===== config.mk =====
export PLATFORM = sky130hd
export DESIGN_NAME = cpu_status_word
export DESIGN_NICKNAME = d
export VERILOG_FILES = /design/src/rtl/stw_pkg.sv /design/src/rtl/stw_flags.sv /design/src/rtl/stw_irq_gate.sv /design/src/rtl/cpu_status_word.sv
export SDC_FILE = /design/constraint.sdc
export NUM_CORES = 1
export LEC_CHECK = 0
export ABC_CLOCK_PERIOD_IN_PS = 1200
export BUFFER_PORTS_ARGS = -buffer_cell sky130_fd_sc_hd__buf_2
export CORE_MARGIN = 5
export CORE_UTILIZATION = 28
export DETAILED_ROUTE_END_ITERATION = 8
export PLACE_DENSITY = 0.8
export RECOVER_POWER = 100
export SYNTH_ARGS = -nofsm -noshare
export SYNTH_HDL_FRONTEND = slang
export SYNTH_HIERARCHICAL = 1
export SYNTH_SLANG_ARGS = --single-unit

===== constraint.sdc =====
create_clock -name clk -period 1.2 [get_ports clk]
set_clock_uncertainty 0.05 [all_clocks]
set_input_delay 0.36 -clock clk [delete_from_list [all_inputs] [get_ports clk]]
set_output_delay 0.36 -clock clk [all_outputs]
set_load 0.05 [all_outputs]

===== src/rtl/stw_pkg.sv =====
package stw_pkg;
   localparam int WORD_W   = 8;
   localparam int B_IE     = 7;
   localparam int B_Z      = 6;
   localparam int B_RBS1   = 5;
   localparam int B_AC     = 4;
   localparam int B_RBS0   = 3;
   localparam int B_ZERO   = 2;
   localparam int B_ISP    = 1;
   localparam int B_CY     = 0;
   localparam logic [WORD_W-1:0] RESET_WORD = 8'h02;
   localparam logic [WORD_W-1:0] LIVE_MASK  = ~(8'h01 << B_ZERO);
endpackage


===== src/rtl/stw_flags.sv =====
module stw_flags
   import stw_pkg::*;
(
   input  logic              clk,
   input  logic              rst_n,
   input  logic              dis_stb,
   input  logic              ena_stb,
   input  logic              ack_stb,
   input  logic              pop_stb,
   input  logic [WORD_W-1:0] restore_bus,
   input  logic              z_we,
   input  logic              z_val,
   input  logic              ac_we,
   input  logic              ac_val,
   input  logic              cy_we,
   input  logic              cy_val,
   output logic [WORD_W-1:0] word
);
   logic [WORD_W-1:0] nxt;

   always_comb begin
      nxt = word;
      if (pop_stb) begin
         nxt = restore_bus;
      end else begin
         if (z_we)  nxt[B_Z]  = z_val;
         if (ac_we) nxt[B_AC] = ac_val;
         if (cy_we) nxt[B_CY] = cy_val;
      end
      if (ack_stb || dis_stb) nxt[B_IE] = 1'b0;
      else if (ena_stb)       nxt[B_IE] = 1'b1;
      nxt = nxt & LIVE_MASK;
   end

   always_ff @(posedge clk or negedge rst_n) begin
      if (!rst_n) word <= RESET_WORD;
      else        word <= nxt;
   end


   p_dis_clears_r3: assert property (@(posedge clk) disable iff (!rst_n)
      dis_stb |=> !word[B_IE]);

   p_ack_clears_r5: assert property (@(posedge clk) disable iff (!rst_n)
      ack_stb |=> !word[B_IE]);

   p_ena_sets_r4: assert property (@(posedge clk) disable iff (!rst_n)
      (ena_stb && !dis_stb && !ack_stb) |=> word[B_IE]);

   p_restore_r7: assert property (@(posedge clk) disable iff (!rst_n)
      (pop_stb && !dis_stb && !ena_stb && !ack_stb) |=>
         word == ($past(restore_bus) & LIVE_MASK));

   p_alu_isolate_r8: assert property (@(posedge clk) disable iff (!rst_n)
      (!pop_stb && !dis_stb && !ena_stb && !ack_stb) |=>
         (word[B_RBS1] == $past(word[B_RBS1]) && word[B_RBS0] == $past(word[B_RBS0])
          && word[B_ISP] == $past(word[B_ISP]) && word[B_IE] == $past(word[B_IE])));

   p_bit2_low_r2: assert property (@(posedge clk) disable iff (!rst_n)
      pop_stb |=> !word[B_ZERO]);
endmodule


===== src/rtl/stw_irq_gate.sv =====
module stw_irq_gate #(
   parameter int NUM_SRC    = 8,
   parameter int HIGH_LEVEL = 0
) (
   input  logic               clk,
   input  logic               rst_n,
   input  logic               ie,
   input  logic               isp,
   input  logic [NUM_SRC-1:0] req,
   input  logic [NUM_SRC-1:0] mask,
   input  logic [NUM_SRC-1:0] prio,
   output logic [NUM_SRC-1:0] permit
);
   logic [NUM_SRC-1:0] is_high;

   generate
      if (HIGH_LEVEL == 0) begin : g_low_is_high
         assign is_high = ~prio;
      end else begin : g_one_is_high
         assign is_high = prio;
      end
      for (genvar i = 0; i < NUM_SRC; i++) begin : g_src
         assign permit[i] = ie & req[i] & ~mask[i] & (is_high[i] | isp);
      end
   endgenerate


   p_ie_low_blocks_r10: assert property (@(posedge clk) disable iff (!rst_n)
      !ie |-> (permit == '0));

   p_masked_never_r9: assert property (@(posedge clk) disable iff (!rst_n)
      (permit & mask) == '0);
endmodule


===== src/rtl/cpu_status_word.sv =====
module cpu_status_word #(
   parameter int NUM_SRC    = 8,
   parameter int HIGH_LEVEL = 0
) (
   input  logic               clk,
   input  logic               rst_n,
   input  logic               dis_stb,
   input  logic               ena_stb,
   input  logic               ack_stb,
   input  logic               push_stb,
   input  logic               pop_stb,
   input  logic [7:0]         restore_bus,
   input  logic               z_we,
   input  logic               z_val,
   input  logic               ac_we,
   input  logic               ac_val,
   input  logic               cy_we,
   input  logic               cy_val,
   input  logic [NUM_SRC-1:0] irq_req,
   input  logic [NUM_SRC-1:0] irq_mask,
   input  logic [NUM_SRC-1:0] irq_prio,
   output logic [7:0]         status_word,
   output logic [7:0]         stack_word,
   output logic               stack_valid,
   output logic [NUM_SRC-1:0] ack_permit
);
   import stw_pkg::*;

   generate
      if (NUM_SRC < 1 || NUM_SRC > 64) begin : g_bad_src
         $error("NUM_SRC must lie in 1..64");
      end
      if (HIGH_LEVEL != 0 && HIGH_LEVEL != 1) begin : g_bad_level
         $error("HIGH_LEVEL must be 0 or 1");
      end
   endgenerate

   logic [WORD_W-1:0] word;

   stw_flags u_flags (
      .clk(clk), .rst_n(rst_n),
      .dis_stb(dis_stb), .ena_stb(ena_stb), .ack_stb(ack_stb), .pop_stb(pop_stb),
      .restore_bus(restore_bus),
      .z_we(z_we), .z_val(z_val), .ac_we(ac_we), .ac_val(ac_val),
      .cy_we(cy_we), .cy_val(cy_val),
      .word(word)
   );

   stw_irq_gate #(.NUM_SRC(NUM_SRC), .HIGH_LEVEL(HIGH_LEVEL)) u_gate (
      .clk(clk), .rst_n(rst_n),
      .ie(word[B_IE]), .isp(word[B_ISP]),
      .req(irq_req), .mask(irq_mask), .prio(irq_prio),
      .permit(ack_permit)
   );

   assign status_word = word;
   assign stack_word  = word;
   assign stack_valid = ack_stb | push_stb;


   p_stack_tracks_r6: assert property (@(posedge clk) disable iff (!rst_n)
      push_stb |-> stack_valid && stack_word == status_word);
endmodule


Yosys cells after proc, flatten, opt, wreduce, memory -nomap -nowiden --
Cells that the tools add are included.
Cells by class: equal/unequal tests 0, bitwise operators 42, reduce and logical (&&, ||, !) cells 5, div/mod/pow operators 0, multipliers 0, shift-type cells 0, muxes and demuxes 9, add/subtract/negate cells 0, order comparisons 0
Operators with widths (number):
- 1-bit bitwise AND | 24
- 1-bit 2-to-1 mux | 9
- 1-bit bitwise OR | 9
- 1-bit inverter | 8
- 8-bit inverter | 1
- 2-bit nonzero test | 3
- 3-bit nonzero test | 1
- 1-bit logical OR | 1
Storage, ports and cells: register bits 7, input port bits 45, ROM bits 0, memory bits (writable) 0, output and inout port bits 25, memories kept 0, latch bits 0

Longest topological paths before layout --
depth in word-level cells 3, gate-level depth with buffers 3

Cells and area by module --
The synthesis kept the hierarchy.
By module, submodules not included:
- stw_flags | cells each 25, area each 315.3 sq um, instances 1
- stw_irq_gate | cells each 25, area each 165.2 sq um, instances 1
- cpu_status_word | cells each 9, area each 66.3 sq um, instances 1

Worst setup path before layout --
Ideal clock, no wire load.
kind register -> output, start point register u_flags.word[7], end point output port ack_permit[1], arrival time 1.576 ns, path buffers 1, stages on the path, launching flop included 4, slack -0.786 ns, required time 0.790 ns, path through dfrtp_1 clkbuf_2 nand2_1 nor3_2
On the way: cells in the longest elaborated chain, start to end 3
RTL lines:
- start: declaration | RTL line stw_flags.sv:17 | output logic [WORD_W-1:0] word
- start signal: assignment | RTL line stw_flags.sv:37 | else word <= nxt;
- 1-bit bitwise AND (3 in series) | RTL line stw_irq_gate.sv:23 | assign permit[i] = ie & req[i] & ~mask[i] & (is_high[i] | isp);
- end: declaration | RTL line cpu_status_word.sv:25 | output logic [NUM_SRC-1:0] ack_permit
Every way passes these cells.

Worst setup path in the final report --
start point register u_flags.word[1], end point output port ack_permit[2]
On the way: cells in the longest elaborated chain, start to end 2
RTL lines (RTL line):
- 1-bit bitwise OR | stw_irq_gate.sv:23
- 1-bit bitwise AND | stw_irq_gate.sv:23
Every way passes these cells.

==> flow_summary_export.csv <==
group,metric,value,unit
power,power,1.011,mW
cts,cts_tree,"done",
outcome,violations,"setup timing",
worst_setup_path,cpPeakStageDelay,0.67,ns
cts,clock-sinks,7,
finish,nFillCells,167,
floorplan,fp.dieH,54.19,um
grt,grt_pass1_vias,656,
floorplan,core_area,1902,um2
synthesis,synth_xor_area_share,0,%
synthesis,synth-simple-area-share,32.49,%
cts,cts-root-buf,"clkbuf_4",
cts,cts-buffers-inserted,3,
place,place.gp.congestion,0.6072,
synthesis,synth_nets,104,
synthesis,synth_compound_area_share,5.034,%
synthesis,synth_top_area_share,27.46,%
grt,grt_pass1_wl,2.684,mm
finish,largestRegisters,"u_flags/word: 7 flops",
synthesis,yosys.cell_types.count,15,
synthesis,synth_top_area_cell,"dfrtp_1",
place,pre_cts_ws,-0.3922,ns
power,irDropWorstVdd,0.0004457,V
detailed_routing,drt_wl_total,1.945,mm
floorplan,die-width,54.19,um
synthesis,synth_top_family_by_area,"simple AND/OR/NAND/NOR gates",
worst_setup_path,cp.required,0.79,ns
synthesis,synth_area,546.8,um2
synthesis,ys_seq_area_share,32.27,%
floorplan,start_util,28.75,%
detailed_routing,drt_first_pass_iters,2,
worst_setup_path,cp.arrival,1.36,ns
sta,fin_crit_sh,147.8,%
worst_hold_path,hold_class,"primary input to flop",
worst_setup_path,path_max_fanout,10,
finish,largest_register_ffs,7,
power,leakagePower,0.5450,nW
sta,fin_tns_setup,-5.955,ns
finish,syn_to_final_growth,107.3,%
sta,max_freq,563.8,MHz
finish,regArea,187.7,um2
synthesis,syn_avg_cell_area,9.267,um2
sta,whs,0.2178,ns
floorplan,num_rows,16,
worst_setup_path,crit_path_end_kind,"output port",
finish,n_antenna_cell,0,
floorplan,design.die.area,2937,um2
grt,track_usage,12.86,%
sta,setup_viol,23,
detailed_routing,route.vias.total,640,
cts,cts_buffer_depth,2,
grt,grt_max_degree,11,
finish,stdcell_area,1134,um2
place,placed_area,905.9,um2
sta,min_period,1.774,ns
cts,clk_pin_slew,0.05,ns
sta,finalHoldViolations,0,
sta,layout_setup_ws,-0.5738,ns
detailed_routing,drc,0,
place,place.port_buffers,66,
finish,multi_input_area,330.3,um2
sta,slew_violations,0,
power,p_per_area,891.9,nW/um2
worst_setup_path,path_cells,"nor2b_1 -> nor3_4 -> buf_6",
synthesis,ys.warnings.count,6,
worst_setup_path,crit_type,"flop to output port",
cts,worstSkewPairLatency,0.25,ns
place,dp_hpwl,1.538,mm
detailed_routing,first_iter_violations,4,
grt,antenna_found_initial,0,
grt,overflow,0,
worst_setup_path,critical_path.slowest_cell,"dfstp_4",
detailed_routing,wl_per_cell,12.80,um
synthesis,synthAdderAreaFrac,0,%
finish,nets,171,
floorplan,io_pins,70,
outcome,outcome,"finished with violations",
finish,regMostFlops,"u_flags/word",
synthesis,synthTopCellsByArea,"dfrtp_1 (27%), nor3_2 (15%), buf_4 (12%)",
run,max_cap_viol_count,0,
synthesis,muxShareOfSynthArea,13.50,%
detailed_routing,via_per_inst,4.211,
cts,htreeDepth,1,
synthesis,synthCells,59,
synthesis,ys_seq_elements,7,
worst_setup_path,start_kind,"flop",
detailed_routing,postRouteAntennaNets,0,
sta,rsz0062_at_grt,"true",
finish,drive_above_1_share,73.60,%
==> power by group <==
part / switching (mW) / internal [mW] / leakage, nW
registers: 0.0296 / 0.266 / 0.0770
logic: 0.300 / 0.207 / 0.453
clock network: 0.0810 / 0.127 / 0.0150
==> worst max-delay path: cells and delay by family, from the launching register on <==
kind,cells,cell delay (ns)
simple gates,2,0.27
flops,1,0.67
buf+inv,1,0.18
==> placed cells by master, fill, tap and decap left out, types with 2 or more instances in the layout <==
cell      synthesis  routed
nand2_1          11      11
buf_2             0      40
buf_4             9       4
nor2b_1           8       7
mux2_2            3       3
clkbuf_4          0       3
clkbuf_1          0       2
mux2i_1           4       4
buf_8             0       3
o21ai_0           3       3
buf_6             1      23
nor3_4            0       8
dfrtp_2           0       6
==> worst paths after layout <==
| kind | from | to | slack, ns | cells after the start |
|---|---|---|---|---|
| worst max-delay path | u_flags/word[1] | ack_permit[2] | -0.57 | 3 |
| worst min-delay path | dis_stb | u_flags/word[7] | 0.22 | 2 |
| worst max register to register | u_flags/word[7] | u_flags/word[7] | 0.24 | 3 |
| worst min register to register | u_flags/word[3] | u_flags/word[3] | 0.51 | 1 |
| max in group asynchronous | rst_n | u_flags/word[1] | 0.29 | 2 |
| min in group asynchronous | rst_n | u_flags/word[0] | 0.50 | 2 |
==> cells by family after synthesis <==
family | count (synthesis)
and+or+nand+nor | 28
buffers and inverters | 12
muxes | 7
DFF | 7
AOI/OAI and AO/OA | 4
other | 1
==> metrics by stage <==
stage / util [%] / std cells
5_1_grt: 59.61 / 152
3_5_place_dp: 47.63 / 143
4_1_cts: 58.62 / 151
6_report: 59.61 / 152
2_1_floorplan: - / 59
3_3_place_gp: 47.63 / 143
==> routing by layer <==
layer | track usage [%] | up-vias | part of all wire (%)
met5 | 0 | - | 0
met4 | 3.320 | 0 | 0
met3 | 6.094 | 0 | 9.6
met2 | 25.10 | 32 | 60
met1 | 11.56 | 292 | 30
li1 | - | 316 | -
==> area by class of cell <==
class | count | area share [%]
Clock buffer | 4 | 2.318
Inverter | 1 | 0.3311
Multi-Input combinational cell | 40 | 29.14
Sequential cell | 7 | 16.56
Tap cell | 27 | 2.980
Timing Repair Buffer | 73 | 48.68
==> Yosys cell counts <==
| cell | number |
|---|---|
| a211oi_2 | 1 |
| buf_4 | 9 |
| buf_6 | 1 |
| clkbuf_2 | 1 |
| conb_1 | 1 |
| dfrtp_1 | 6 |
| dfstp_2 | 1 |
| inv_1 | 1 |
| mux2_2 | 3 |
| mux2i_1 | 4 |
| nand2_1 | 11 |
| nor2b_1 | 8 |
| nor3_2 | 8 |
| o21ai_0 | 3 |
| or2_1 | 1 |
==> repair_timing <==
item / CTS / global route
gates resized for setup: 48 / 4
buffers inserted: 3 / 2
endpoints found under the setup margin: 23 / 23
pin swaps: 1 / 1
hold buffers: 1 / 0
endpoints found under the hold margin: 6 / 0
No activity file was read; power rests on OpenSTA's default activity.
